File: src/rtl/mbcd_pkg.sv
// Shared types and ratio decode for the multi-bank clock divider.
// Assumes half-periods fit in CW bits and full periods in CW+1 bits.
package mbcd_pkg;

    localparam int CW = 4;

    typedef enum logic [1:0] {
        KIND_AB = 2'd0,
        KIND_C  = 2'd1,
        KIND_FB = 2'd2
    } div_kind_e;

    // Half-period, in input ticks, for a divider kind and select code.
    function automatic logic [CW-1:0] half_len(div_kind_e kind, logic [1:0] code);
        logic [CW-1:0] h;
        case (kind)
            KIND_AB: h = code[0] ? CW'(2) : CW'(1);
            KIND_C:  h = code[0] ? CW'(3) : CW'(2);
            default: begin
                case (code)
                    2'd0:    h = CW'(2);
                    2'd1:    h = CW'(4);
                    2'd2:    h = CW'(3);
                    default: h = CW'(6);
                endcase
            end
        endcase
        return h;
    endfunction

endpackage

File: src/rtl/tick_source.sv
// Picks the tick strobe that drives the prescaler: the VCO tick when the
// loop is enabled, otherwise the reference tick chosen by ref_sel.
// Assumes every strobe is synchronous to the fabric clock.
module tick_source (
    input  logic vco_tick,
    input  logic ref0_tick,
    input  logic ref1_tick,
    input  logic ref_sel,
    input  logic pll_en,
    output logic src_tick
);

    logic ref_tick;

    // Reference choice for bypass operation.
    always_comb ref_tick = ref_sel ? ref1_tick : ref0_tick;

    // Loop-enable choice between VCO and reference.
    always_comb src_tick = pll_en ? vco_tick : ref_tick;

endmodule

File: src/rtl/ratio_divider.sv
// Even-ratio divider advancing on an input tick. The ratio code is
// reloaded only at the period boundary. Reset parks the counter at its
// wrap point, so the first tick after reset starts a period.
// TICK_OUT=1: output is a one-cycle pulse at each period start.
// TICK_OUT=0: output is a registered 50% duty level.
module ratio_divider #(
    parameter mbcd_pkg::div_kind_e KIND     = mbcd_pkg::KIND_AB,
    parameter bit                  TICK_OUT = 1'b0
) (
    input  logic       clk,
    input  logic       rst_n,
    input  logic       adv,
    input  logic [1:0] code,
    output logic       pulse
);

    localparam int CW = mbcd_pkg::CW;

    logic [CW-1:0] cnt_q;
    logic [CW-1:0] half_q;
    logic [CW-1:0] cnt_nxt;
    logic [CW:0]   last_w;
    logic          at_wrap;

    // Period boundary: counter reached twice the half-period minus one.
    always_comb begin
        last_w  = {half_q, 1'b0} - (CW+1)'(1);
        at_wrap = ({1'b0, cnt_q} >= last_w);
        cnt_nxt = cnt_q + CW'(1);
    end

    // Counter and latched half-period; the ratio reloads at the wrap.
    always_ff @(posedge clk) begin
        if (!rst_n) begin
            cnt_q  <= '1;
            half_q <= mbcd_pkg::half_len(KIND, code);
        end else if (adv) begin
            if (at_wrap) begin
                cnt_q  <= '0;
                half_q <= mbcd_pkg::half_len(KIND, code);
            end else begin
                cnt_q  <= cnt_nxt;
            end
        end
    end

    generate
        if (TICK_OUT) begin : g_pulse
            // Period-start strobe for downstream dividers.
            assign pulse = adv & at_wrap;
        end else begin : g_level
            logic lvl_q;
            // Output is high during the first half of each period.
            always_ff @(posedge clk) begin
                if (!rst_n) begin
                    lvl_q <= 1'b0;
                end else if (adv) begin
                    lvl_q <= at_wrap ? 1'b1 : (cnt_nxt < half_q);
                end
            end
            assign pulse = lvl_q;
        end
    endgenerate

endmodule

File: src/rtl/bank_gate.sv
// Stop gating and fan-out for one output bank. The run flag follows
// stop_n only while the undivided level is low, so every pulse leaves
// at full width. Assumes the level input is registered.
module bank_gate #(
    parameter int WIDTH = 5
) (
    input  logic             clk,
    input  logic             rst_n,
    input  logic             level,
    input  logic             stop_n,
    input  logic             oe,
    output logic [WIDTH-1:0] lines
);

    logic run_q;
    logic gated;

    // Run flag samples stop_n only while the bank is in its low phase.
    always_ff @(posedge clk) begin
        if (!rst_n) begin
            run_q <= 1'b1;
        end else if (!level) begin
            run_q <= stop_n;
        end
    end

    // Gated level shared by every line of the bank.
    always_comb gated = level & run_q & oe;

    generate
        for (genvar i = 0; i < WIDTH; i++) begin : g_line
            assign lines[i] = gated;
        end
    endgenerate

endmodule

File: src/rtl/multi_bank_clkdiv.sv
// Top of the multi-bank clock divider: source choice, shared prescaler,
// three gated banks and a free-running feedback divider. mr_oe_n is the
// synchronous active-low reset and also drives the enable flags.
module multi_bank_clkdiv #(
    parameter int NA = 5,
    parameter int NB = 5,
    parameter int NC = 4
) (
    input  logic          clk,
    input  logic          mr_oe_n,
    input  logic          vco_tick,
    input  logic          ref0_tick,
    input  logic          ref1_tick,
    input  logic          ref_sel,
    input  logic          pll_en,
    input  logic          stop_n,
    input  logic          pre_sel,
    input  logic          sel_a,
    input  logic          sel_b,
    input  logic          sel_c,
    input  logic [1:0]    sel_fb,
    output logic [NA-1:0] out_a,
    output logic [NB-1:0] out_b,
    output logic [NC-1:0] out_c,
    output logic          out_fb,
    output logic          oe_a,
    output logic          oe_b,
    output logic          oe_c,
    output logic          oe_fb
);

    import mbcd_pkg::*;

    logic src_tick;
    logic pre_tick;
    logic lvl_a, lvl_b, lvl_c, lvl_fb;
    logic oe_q;

    // Enable flag mirrors the master input one cycle later.
    always_ff @(posedge clk) begin
        if (!mr_oe_n) oe_q <= 1'b0;
        else          oe_q <= 1'b1;
    end

    tick_source src_i (
        .vco_tick (vco_tick),
        .ref0_tick(ref0_tick),
        .ref1_tick(ref1_tick),
        .ref_sel  (ref_sel),
        .pll_en   (pll_en),
        .src_tick (src_tick)
    );

    ratio_divider #(.KIND(KIND_AB), .TICK_OUT(1'b1)) pre_i (
        .clk(clk), .rst_n(mr_oe_n), .adv(src_tick),
        .code({1'b0, pre_sel}), .pulse(pre_tick)
    );

    ratio_divider #(.KIND(KIND_AB), .TICK_OUT(1'b0)) div_a_i (
        .clk(clk), .rst_n(mr_oe_n), .adv(pre_tick),
        .code({1'b0, sel_a}), .pulse(lvl_a)
    );

    ratio_divider #(.KIND(KIND_AB), .TICK_OUT(1'b0)) div_b_i (
        .clk(clk), .rst_n(mr_oe_n), .adv(pre_tick),
        .code({1'b0, sel_b}), .pulse(lvl_b)
    );

    ratio_divider #(.KIND(KIND_C), .TICK_OUT(1'b0)) div_c_i (
        .clk(clk), .rst_n(mr_oe_n), .adv(pre_tick),
        .code({1'b0, sel_c}), .pulse(lvl_c)
    );

    ratio_divider #(.KIND(KIND_FB), .TICK_OUT(1'b0)) div_fb_i (
        .clk(clk), .rst_n(mr_oe_n), .adv(pre_tick),
        .code(sel_fb), .pulse(lvl_fb)
    );

    bank_gate #(.WIDTH(NA)) gate_a_i (
        .clk(clk), .rst_n(mr_oe_n), .level(lvl_a),
        .stop_n(stop_n), .oe(oe_q), .lines(out_a)
    );

    bank_gate #(.WIDTH(NB)) gate_b_i (
        .clk(clk), .rst_n(mr_oe_n), .level(lvl_b),
        .stop_n(stop_n), .oe(oe_q), .lines(out_b)
    );

    bank_gate #(.WIDTH(NC)) gate_c_i (
        .clk(clk), .rst_n(mr_oe_n), .level(lvl_c),
        .stop_n(stop_n), .oe(oe_q), .lines(out_c)
    );

    // Feedback output ignores stop.
    always_comb out_fb = lvl_fb & oe_q;

    always_comb begin
        oe_a  = oe_q;
        oe_b  = oe_q;
        oe_c  = oe_q;
        oe_fb = oe_q;
    end

endmodule

File: config.mk
export PLATFORM = sky130hd
export DESIGN_NAME = multi_bank_clkdiv
export DESIGN_NICKNAME = d
export VERILOG_FILES = /design/src/rtl/mbcd_pkg.sv /design/src/rtl/tick_source.sv /design/src/rtl/ratio_divider.sv /design/src/rtl/bank_gate.sv /design/src/rtl/multi_bank_clkdiv.sv
export SDC_FILE = /design/constraint.sdc
export NUM_CORES = 1
export LEC_CHECK = 0
export ABC_CLOCK_PERIOD_IN_PS = 3500
export BUFFER_PORTS_ARGS = -buffer_cell sky130_fd_sc_hd__clkbuf_2
export CAP_MARGIN = 20
export CELL_PAD_IN_SITES_DETAIL_PLACEMENT = 1
export CELL_PAD_IN_SITES_GLOBAL_PLACEMENT = 1
export CORE_ASPECT_RATIO = 1.1
export CORE_MARGIN = 3
export CORE_UTILIZATION = 47
export CTS_CLUSTER_SIZE = 16
export DETAILED_ROUTE_END_ITERATION = 7
export GPL_TIMING_DRIVEN = 0
export PLACE_DENSITY = 0.91
export RECOVER_POWER = 50
export SYNTH_ARGS = -nofsm -noshare
export SYNTH_HDL_FRONTEND = slang
export SYNTH_SLANG_ARGS = --single-unit
File: constraint.sdc
create_clock -name clk -period 3.5 [get_ports clk]
set_input_delay 0.875 -clock clk [delete_from_list [all_inputs] [get_ports clk]]
set_output_delay 0.875 -clock clk [all_outputs]
set_load 0.01 [all_outputs]
# ---- Word-level counts from Yosys, hierarchy flattened
# Index checks and enable logic that the tools add are counted.
dict set report classes {
  reduce_logical 6
  add_sub_neg 10
  mux 32
  shift 0
  bitwise_logic 8
  eq_ne 9
  n_lt_le_gt_ge 9
  div 0
  mul 0
}
# op count
set op_table {}
lappend op_table {{$mux W4} 20}
lappend op_table {{$ge A4 B5 Y1} 5}
lappend op_table {{$sub A5 B1 Y5 const B} 5}
lappend op_table {{$add A4 B1 Y4 const B} 5}
lappend op_table {{$lt A4 B4 Y1} 4}
lappend op_table {{$ne A2 B1 Y1 const B} 7}
lappend op_table {{$reduce_and A2 Y1} 5}
lappend op_table {{$pmux W3 S3} 1}
lappend op_table {{$and A1 B1 Y1} 8}
lappend op_table {{$mux W1} 8}
lappend op_table {{$mux W2} 3}
lappend op_table {{$eq A2 B1 Y1 const B} 1}
lappend op_table {{$eq A2 B2 Y1 const B} 1}
lappend op_table {{$logic_not A2 Y1} 1}
dict set report word_totals {
  regBits 48
  latchBits 0
  ramBits 0
  word_cells 92
  out_inout_bits 19
  memories 0
  rom_bits 0
}

# ---- Depth between registers and ports, before layout
# Gate-level depths: netlist (run 1).
dict set report depth {
  word_depth 5
  mapped_depth 10
}

# ---- Hierarchy
# From an unflattened synthesis (run 1), not the netlist that was laid out.
dict set report hier_totals {
  cells_unflattened 255
  hier_area_um2 2457.4
}
# mod cells_each instances seq_area_each_um2 area_per_inst_um2
set modules_own_cells {}
lappend modules_own_cells {{ratio_divider (div_a_i ...)} 45 2 160.2 451.7}
lappend modules_own_cells {{ratio_divider (div_fb_i)} 49 1 190.2 493.0}
lappend modules_own_cells {{ratio_divider (pre_i)} 45 1 140.1 409.1}
lappend modules_own_cells {{ratio_divider (div_c_i)} 36 1 130.1 351.6}
lappend modules_own_cells {{bank_gate (gate_a_i ...)} 9 2 20.0 78.8}
lappend modules_own_cells {{bank_gate (gate_c_i)} 8 1 20.0 71.3}
lappend modules_own_cells {multi_bank_clkdiv 6 1 20.0 52.6}
lappend modules_own_cells {tick_source 3 1 0.0 18.8}

# ---- Worst setup path before layout (run 1)
# No wires, ideal clock.
dict set report synth_timing {
  kind {register -> register}
  from {register pre_i.half_q[0]}
  to {register div_fb_i.half_q[0] (enable)}
  n_path_buf 1
  period_less_slack_ns 2.209
  t_arrival_ns 1.865
  path_slack_ns 1.291
  path_stages_with_launch 9
  path_cell_list {edfxtp_1 -> inv_1 -> ha_1 -> ha_1 -> nand4b_1 -> o21ai_0 -> nand3_1 -> buf_2 -> o21ai_0}
}
dict set report synth_between {
  elab_chain_len 5
}
# item line_no
set synth_rtl {}
lappend synth_rtl {{from (decl)} ratio_divider.sv:20} ;# logic [CW-1:0] half_q;
lappend synth_rtl {{from (signal assigned)} ratio_divider.sv:36} ;# half_q <= mbcd_pkg::half_len(KIND, code);
lappend synth_rtl {{from (signal assigned)} ratio_divider.sv:40} ;# half_q <= mbcd_pkg::half_len(KIND, code);
lappend synth_rtl {{$sub A5 B1 Y5} ratio_divider.sv:27} ;# last_w = {half_q, 1'b0} - (CW+1)'(1);
lappend synth_rtl {{$ge A4 B5 Y1} ratio_divider.sv:28} ;# at_wrap = ({1'b0, cnt_q} >= last_w);
lappend synth_rtl {{$and A1 B1 Y1} ratio_divider.sv:50} ;# assign pulse = adv & at_wrap;
lappend synth_rtl {{$ne A2 B1 Y1 (no line)} --}
lappend synth_rtl {{$reduce_and A2 Y1 (no line)} --}
lappend synth_rtl {{to (signal assigned)} ratio_divider.sv:36}
lappend synth_rtl {{to (signal assigned)} ratio_divider.sv:40}
lappend synth_rtl {{to (decl)} ratio_divider.sv:20}
# Every way passes these cells.
# A chain may end at the register's enable or synchronous reset.

# ---- Worst setup path in the final report (run 1)
dict set report layout_timing {
  from {register pre_i.half_q[0]}
  to {register div_fb_i.cnt_q[3]}
}
dict set report layout_between {
  elab_chain_len 3
}
# item line_no
set layout_rtl {}
lappend layout_rtl {{$sub A5 B1 Y5} ratio_divider.sv:27}
lappend layout_rtl {{$ge A4 B5 Y1} ratio_divider.sv:28}
lappend layout_rtl {{$and A1 B1 Y1} ratio_divider.sv:50}
lappend layout_rtl {{to (signal assigned)} ratio_divider.sv:42} ;# cnt_q <= cnt_nxt;
lappend layout_rtl {{to (decl)} ratio_divider.sv:19} ;# logic [CW-1:0] cnt_q;
# Every way passes these cells.

==> metrics.md, run 1 <==
| Metric | Value |
|---|---|
| GR Util met3 | 3.713% |
| H-tree Lvls | 2 |
| Layout Area Growth over Synthesis | 12.14% |
| Die height | 80.99 um |
| Global-route wire length before repair | 9.735 mm |
| Clk Latency, worst-skew pair | 300 ps |
| Multiplexer share of the synthesized area | 1.667% |
| Post-synthesis compound-gate area fraction | 19.22% |
| Routability cong. | 0.7922 |
| Core area | 4782 sq um |
| Synthesized area | 2402 sq um |
| Crit-path slowest cell | clkbuf_1 |
| Maxcap violations | 0 |
| Initial antenna violation count | 0 |
| Post-Synth XOR/XNOR Area | 3.281% |
| Synth Area in Simple Gates | 12.92% |
| Leak | 1.347 nW |
| Synthesized Nets | 298 |
| CP startpoint kind | flop |
| CP delay by family, top | simple AND/OR/NAND/NOR gates |
| Pre-antenna DRT Iters | 4 |
| Ys Warns | 0 |
| Fmax | 369.6 MHz |
| DR vias/cell | 5.617 |
| Layout Skew | 5.853 ps |
| Worst vdd ir | 0.0002704 V |
| DIE AREA | 6006 sq um |
| Pin count of the biggest net entering global routing | 12 |
| Setup_tns | 0 ps |
| Setup Buffers After CTS | 0 |
| Clk root buf | clkbuf_8 |
| Fin area | 2694 sq um |
| Area share of the largest cell type after synthesis | 23.33% |
| Post-place setup slack | 955.1 ps |
| CTS Hold Buffers Added | 0 |
| CTS tree | yes |
| Slew Viols, Final | 0 |
| Starting Density | 50.24% |
| Critical Path Max Stage Delay | 500 ps |
| Register area | 860.8 sq um |
| Total CTS buffers | 5 |
| Final setup margin | 794.4 ps |
| Fin nets | 337 |
| Vias in the first global route | 2158 |
| Clock slew at reported path FFs | 70 ps |
| Detail Route Antenna Nets | 0 |
| GR Util All Layers | 21.08% |
| GR Util met1 | 22.00% |
| Fin crit period | 2706 ps |
| Cell Rows | 26 |
| CTS resizes | 0 |
| Antenna cells | 0 |
| RSZ-0062 raised after global routing | no |
| Outcome | complete, no violations |
| Final Routed Wirelength | 5.683 mm |
| Ratio of cells with drive above 1 in the final layout | 21.09% |
| Yosys top cell by area | dfxtp_1 |
| Detailed Route Iter0 Violations | 66 |
| Met2 GRT Util | 40.25% |
| CP Capture Type | flop |
| Drt wl/cell | 16.24 um |
| Sequential area share after synthesis | 35.83% |
| Final Hold Violating Endpoints | 0 |
| Hold Crit Class | flop to flop |
| Final Util | 56.33% |
| Fin crit share | 77.30% |
| Via count | 1966 |
| Worst endpoint data arrival time | 2940 ps |
| Avg Inst Size Synth | 9.458 sq um |
| Pwr/cell area | 609.1 nW/um^2 |
| Post-synthesis register bit count | 38 |
| Fillers | 565 |
| Crit-path max FO | 10 |
| Slew margin rel. | 46.12% |
| # DRC | 0 |
| Placed cell areas | 2633 sq um |
| Total grt overflow | 0 |
| Final HPWL from detailed placement | 4.431 mm |
| Setup violators final | 0 |
| Area of the multi-input gates | 1250 sq um |
| Synth Instances | 254 |
| Die W | 74.17 um |
| Worst path cell trace | inv_1, ha_1, ha_1, nand4b_1, o21a_1, nor3_1, clkbuf_1, nand3_1, nand3_1 |
| Crit Path Class | flop to flop |
| GRT busiest layer | met2 |
| Top cells by area, synth | dfxtp_1, ha_1, edfxtp_1, buf_4, inv_1 |
| Clock sinks | 38 |
| Adder-cell share of the synthesized area | 15.63% |
| CP Data Required Time | 3740 ps |
| Num ports | 33 |
| Slew at the pin with the worst max-slew slack | 801.3 ps |
| Overall power | 0.001641 W |
| IO buf count | 32 |
| WP buf/inv | 2 |
| Main combinational cell family by area after synthesis | compound AO/OA/AOI/OAI gates |
| Clock Tree Buf Depth | 2 |
| Netlist cell types | 41 |
layout by cell type, fill, tap and decap left out, types with 5 or more instances in the layout:
| master | netlist | routed |
|---|---|---|
| ha_1 | 30 | 30 |
| dfxtp_1 | 28 | 28 |
| inv_1 | 27 | 27 |
| nand2_1 | 27 | 27 |
| clkbuf_2 | 0 | 25 |
| nand3_1 | 17 | 17 |
| clkbuf_1 | 4 | 14 |
| o21ai_0 | 10 | 10 |
| clkbuf_4 | 0 | 10 |
| edfxtp_1 | 10 | 10 |
| buf_4 | 19 | 8 |
| a21oi_1 | 7 | 7 |
| xnor2_1 | 6 | 6 |
| clkbuf_8 | 0 | 6 |
| o211a_1 | 5 | 5 |
| o211ai_1 | 5 | 5 |
cells by family (layout without fill, tap and decap cells):
kind of cell | count (synthesis) | count (layout)
DFF | 38 | 38
adders and majority gates | 30 | 30
xor gates and xnor gates | 9 | 9
and+or+nand+nor | 63 | 63
buffers and inverters | 52 | 92
muxes | 4 | 4
AOI/OAI and AO/OA | 58 | 58
state kept, by name, indices dropped and copies added (netlist names), 2 cells and up:
name and flops:
div_b_i.cnt_q 4, div_fb_i.cnt_q 4, div_a_i.cnt_q 4, div_a_i.half_q 2, div_fb_i.half_q 3, pre_i.cnt_q 4
div_b_i.half_q 2, pre_i.half_q 2, div_c_i.cnt_q 4
metal layers:
layer / routed length (um) / vias up
met5: 0 / -
met4: 138 / 0
met3: 130 / 12
met2: 3155 / 25
met1: 2258 / 968
li1: - / 961
worst reg2reg max path, stage by stage (launching register included):
cell,delay [ps]
edfxtp_1,410
inv_1,70
ha_1,230
ha_1,320
nand4b_1,130
o21a_1,220
nor3_1,490
clkbuf_1,500
nand3_1,150
nand3_1,120
metrics by stage:
stage	hold WS [ps]	instances
floorplan	436.0	254
global placement	446.4	342
detailed placement	458.1	342
CTS	475.6	350
global route	509.2	350
finish	470.0	350
power by group:
part | internal [W] | switching, W | leakage [nW]
Combinational | 0.000311 | 0.000395 | 0.970
Sequential | 0.000537 | 0.0000849 | 0.331
Clock | 0.000161 | 0.000153 | 0.0455
final timing paths:
path | start | end | slack (ps) | cells past startpoint
min | gate_b_i.run_q | gate_b_i.run_q | 470 | 2
max reg2reg | pre_i.half_q[0] | div_fb_i.cnt_q[3] | 790 | 9
min reg2reg | gate_b_i.run_q | gate_b_i.run_q | 470 | 2
max | pre_i.half_q[0] | div_fb_i.cnt_q[3] | 790 | 9
synthesized netlist by cell type (all sizes together):
cell     n
a211o    3
a211oi   5
a21boi   1
a21o     2
a21oi    7
a22o     3
a31oi    1
and2     1
and3     3
buf     21
clkbuf   4
dfxtp   28
edfxtp  10
ha      30
inv     27
mux2i    4
nand2   30
nand2b   1
nand3   17
nand3b   2
nand4    2
nand4b   1
nor2     4
nor2b    1
nor3     1
o211a    5
o211ai   8
o21a     2
o21ai   13
o221ai   3
o311ai   4
o31ai    1
xnor2    6
xor2     3
final cells by class:
type | instances | area share, %
well taps | 56 | 2.601
multi-input cells | 164 | 46.40
clock buffers | 8 | 3.344
plain buffers | 25 | 6.317
inverters | 27 | 3.762
flip-flops and latches | 38 | 31.96
repair buffers | 32 | 5.620
Power figures use the tool's default switching activity.
==> inputs of run 2 (changes only) <==
ABC_CLOCK_PERIOD_IN_PS = 2700   (was 3500)
CORE_UTILIZATION = 44   (was 47)
PLACE_DENSITY = 0.86   (was 0.91)
clock period = 2.7 ns   (was 3.5 ns; I/O delays follow)
==> metrics.md, run 2 (synthesis gave the netlist of run 1 again) <==
| Metric | Value |
|---|---|
| Final Routed Wirelength | 5.143 mm (-9.5%) |
| Final setup margin | 303.6 ps (-490.8 ps) |
| Core area | 5135 sq um (+7.4%) |
| Die W | 76.45 um (+3.1%) |
| Drt wl/cell | 14.05 um (-13%) |
| DR vias/cell | 5.178 (-7.8%) |
| # DRC | 0 (unchanged) |
| Power share of the clock group | 19.9% (+0.8 points) |
| Slew Viols, Final | 0 (unchanged) |
| DIE AREA | 6383 sq um (+6.3%) |
| Post-place setup slack | 160.2 ps (-794.9 ps) |
| Fin crit share | 88.75% (+11 points) |
| CTS tree | yes |
| GR Util All Layers | 17.65% (-3.4 points) |
| Layout Area Growth over Synthesis | 14.06% |
| Crit Path Class | flop to flop |
| Highest-count cells in the layout ignoring fill and taps | ha_1, dfxtp_1, inv_1, nand2_1, clkbuf_2 |
| Fmax | 417.3 MHz (+13%) |
| Global-route wire length before repair | 9.266 mm (-4.8%) |
| Maxcap violations | 0 (unchanged) |
| CP delay by family, top | compound AO/OA/AOI/OAI gates |
| Crit-path slowest cell | edfxtp_1 |
| Clock slew at reported path FFs | 70 ps (about the same) |
| Initial antenna violation count | 0 (unchanged) |
| Starting Density | 46.78% (-3.5 points) |
| Pin count of the biggest net entering global routing | 12 (unchanged) |
| Cell Int Power | 0.001330 W (+32%) |
| Via count | 1895 (-3.6%) |
| Crit path from | pre_i.half_q[0] |
| Clk Latency, worst-skew pair | 280 ps (-20 ps) |
| Pwr/cell area | 772.1 nW/um^2 (+27%) |
| Final Hold Violating Endpoints | 0 (unchanged) |
| Fin crit period | 2396 ps (-309.2 ps) |
| Layout Skew | 3.827 ps (-2.026 ps) |
| Ratio of cells with drive above 1 in the final layout | 22.45% (+1.4 points) |
| Vias in the first global route | 2050 (-5.0%) |
| Gate power share | 42.3% (-0.7 points) |
| CP startpoint kind | flop |
| Reg power frac | 37.8% (about the same) |
| Worst endpoint data arrival time | 2350 ps (-590 ps) |
| Worst flop-to-flop path startpoint | pre_i.half_q[0] |
| Worst path cell trace | inv_1, ha_1, ha_1, nand4b_1, o21ai_0, nand3_1, buf_2, o21ai_0 |
| Num ports | 33 (unchanged) |
| Clk root buf | clkbuf_8 |
| Slew margin rel. | 43.64% (-2.5 points) |
| IO buf count | 32 (unchanged) |
| Worst flop-to-flop path endpoint | div_b_i.half_q[1] |
| Setup Buffers After CTS | 0 (unchanged) |
| R2R cell count | 8 (-1) |
| Fin nets | 337 (unchanged) |
| Psw | 0.0007858 W (+24%) |
| Pre-antenna DRT Iters | 4 (unchanged) |
| Clock Tree Buf Depth | 2 (unchanged) |
| CP Data Required Time | 2660 ps (-1080 ps) |
| Commonest non-fill, non-tap cell in the layout | ha_1 |
| CP Depth | 8 (-1) |
| Slew at the pin with the worst max-slew slack | 838.2 ps (+36.90 ps) |
| Detailed Route Iter0 Violations | 77 (+17%) |
| Hold Crit Class | flop to flop |
| Switch share | 37.14% (-1.4 points) |
| Crit-path max FO | 10 (unchanged) |
| H-tree Lvls | 2 (unchanged) |
| Cell Rows | 27 (+3.8%) |
| Antenna cells | 0 (unchanged) |
| Worst vdd ir | 0.0003316 V (+23%) |
| Total grt overflow | 0 (unchanged) |
| Leak | 1.361 nW (+1.0%) |
| CP Capture Type | flop |
| Setup_tns | 0 ps (unchanged) |
| Fillers | 638 (+13%) |
| Final HPWL from detailed placement | 4.211 mm (-5.0%) |
| Detail Route Antenna Nets | 0 (unchanged) |
| RSZ-0062 raised after global routing | no |
| Critical Path Max Stage Delay | 400 ps (-100 ps) |
| R2R Setup Slk | 300 ps (-490 ps) |
| WP buf/inv | 2 (unchanged) |
| Routability cong. | 0.7989 (+0.85%) |
| Total CTS buffers | 5 (unchanged) |
| Outcome | complete, no violations |
| End point of the critical path | div_b_i.half_q[1] |
| Setup violators final | 0 (unchanged) |
| Clock sinks | 38 (unchanged) |
| Die height | 83.50 um (+3.1%) |
run 2: cell count changes in the layout (fill, tap and decap cells not counted), sizes merged:
cell	change
buf	-4
clkbuf	+3
clkinv	+1
run 2: power groups by stage:
stage	clock network (W)	registers (W)	logic (W)
after global placement	0	0.000808	0.000864
after global routing	0.000458	0.000822	0.00103
after detailed placement	0	0.000814	0.000909
final	0.000421	0.000800	0.000894
after floorplan	0	0.000784	0.000709
after CTS	0.000433	0.000802	0.000920
run 2: repair_timing:
action | in CTS | in global routing
hold buffers | 0 | 0
resized for setup | 0 | 1
endpoints found under the setup margin | 0 | 3
run 2: through the flow:
stage	hold WS (ps)	utilization, %	area, sq um	power [W]	cells
3_5_place_dp	460.6	51.66	2653	0.001723	358
3_3_place_gp	446.1	51.66	2653	0.001672	358
2_1_floorplan	436.0	-	2402	0.001493	254
5_1_grt	507.3	53.36	2740	0.002310	366
6_report	475.2	53.36	2740	0.002116	366
4_1_cts	479.8	53.61	2753	0.002155	366
run 2: metal layers:
metal  vias up  global-route usage [%]  routed length (um)
met5         -                       0                   0
met4         0                   3.295                  20
met3         2                   3.780                 101
met2        16                   33.73                2846
met1       916                   20.03                2175
li1        961                       -                   -
run 2: area by class of cell:
type / count / area, sq um / area share [%]
tap: 72 / 90.09 / 3.288
buffer: 25 / 173.9 / 6.347
multi-input combinational: 164 / 1261 / 46.03
clock buffer: 7 / 96.34 / 3.516
sequential: 38 / 860.8 / 31.42
inverter: 27 / 101.3 / 3.699
clock inverter: 1 / 3.754 / 0.1370
timing repair buffer: 32 / 152.6 / 5.571
run 2: worst min-delay path, cell delays in order (launching register included):
cell     delay (ps)
dfxtp_1         330
mux2i_1          70
nand2_1          60
run 2: worst min-delay path by stage:
stage          cells after the start      startpoint             end
2_1_floorplan                      2  gate_a_i.run_q  gate_a_i.run_q
3_3_place_gp                       2  gate_a_i.run_q  gate_a_i.run_q
3_5_place_dp                       2  gate_b_i.run_q  gate_b_i.run_q
4_1_cts                            2  gate_b_i.run_q  gate_b_i.run_q
5_1_grt                            2  gate_b_i.run_q  gate_b_i.run_q
6_report                           2  gate_b_i.run_q  gate_b_i.run_q
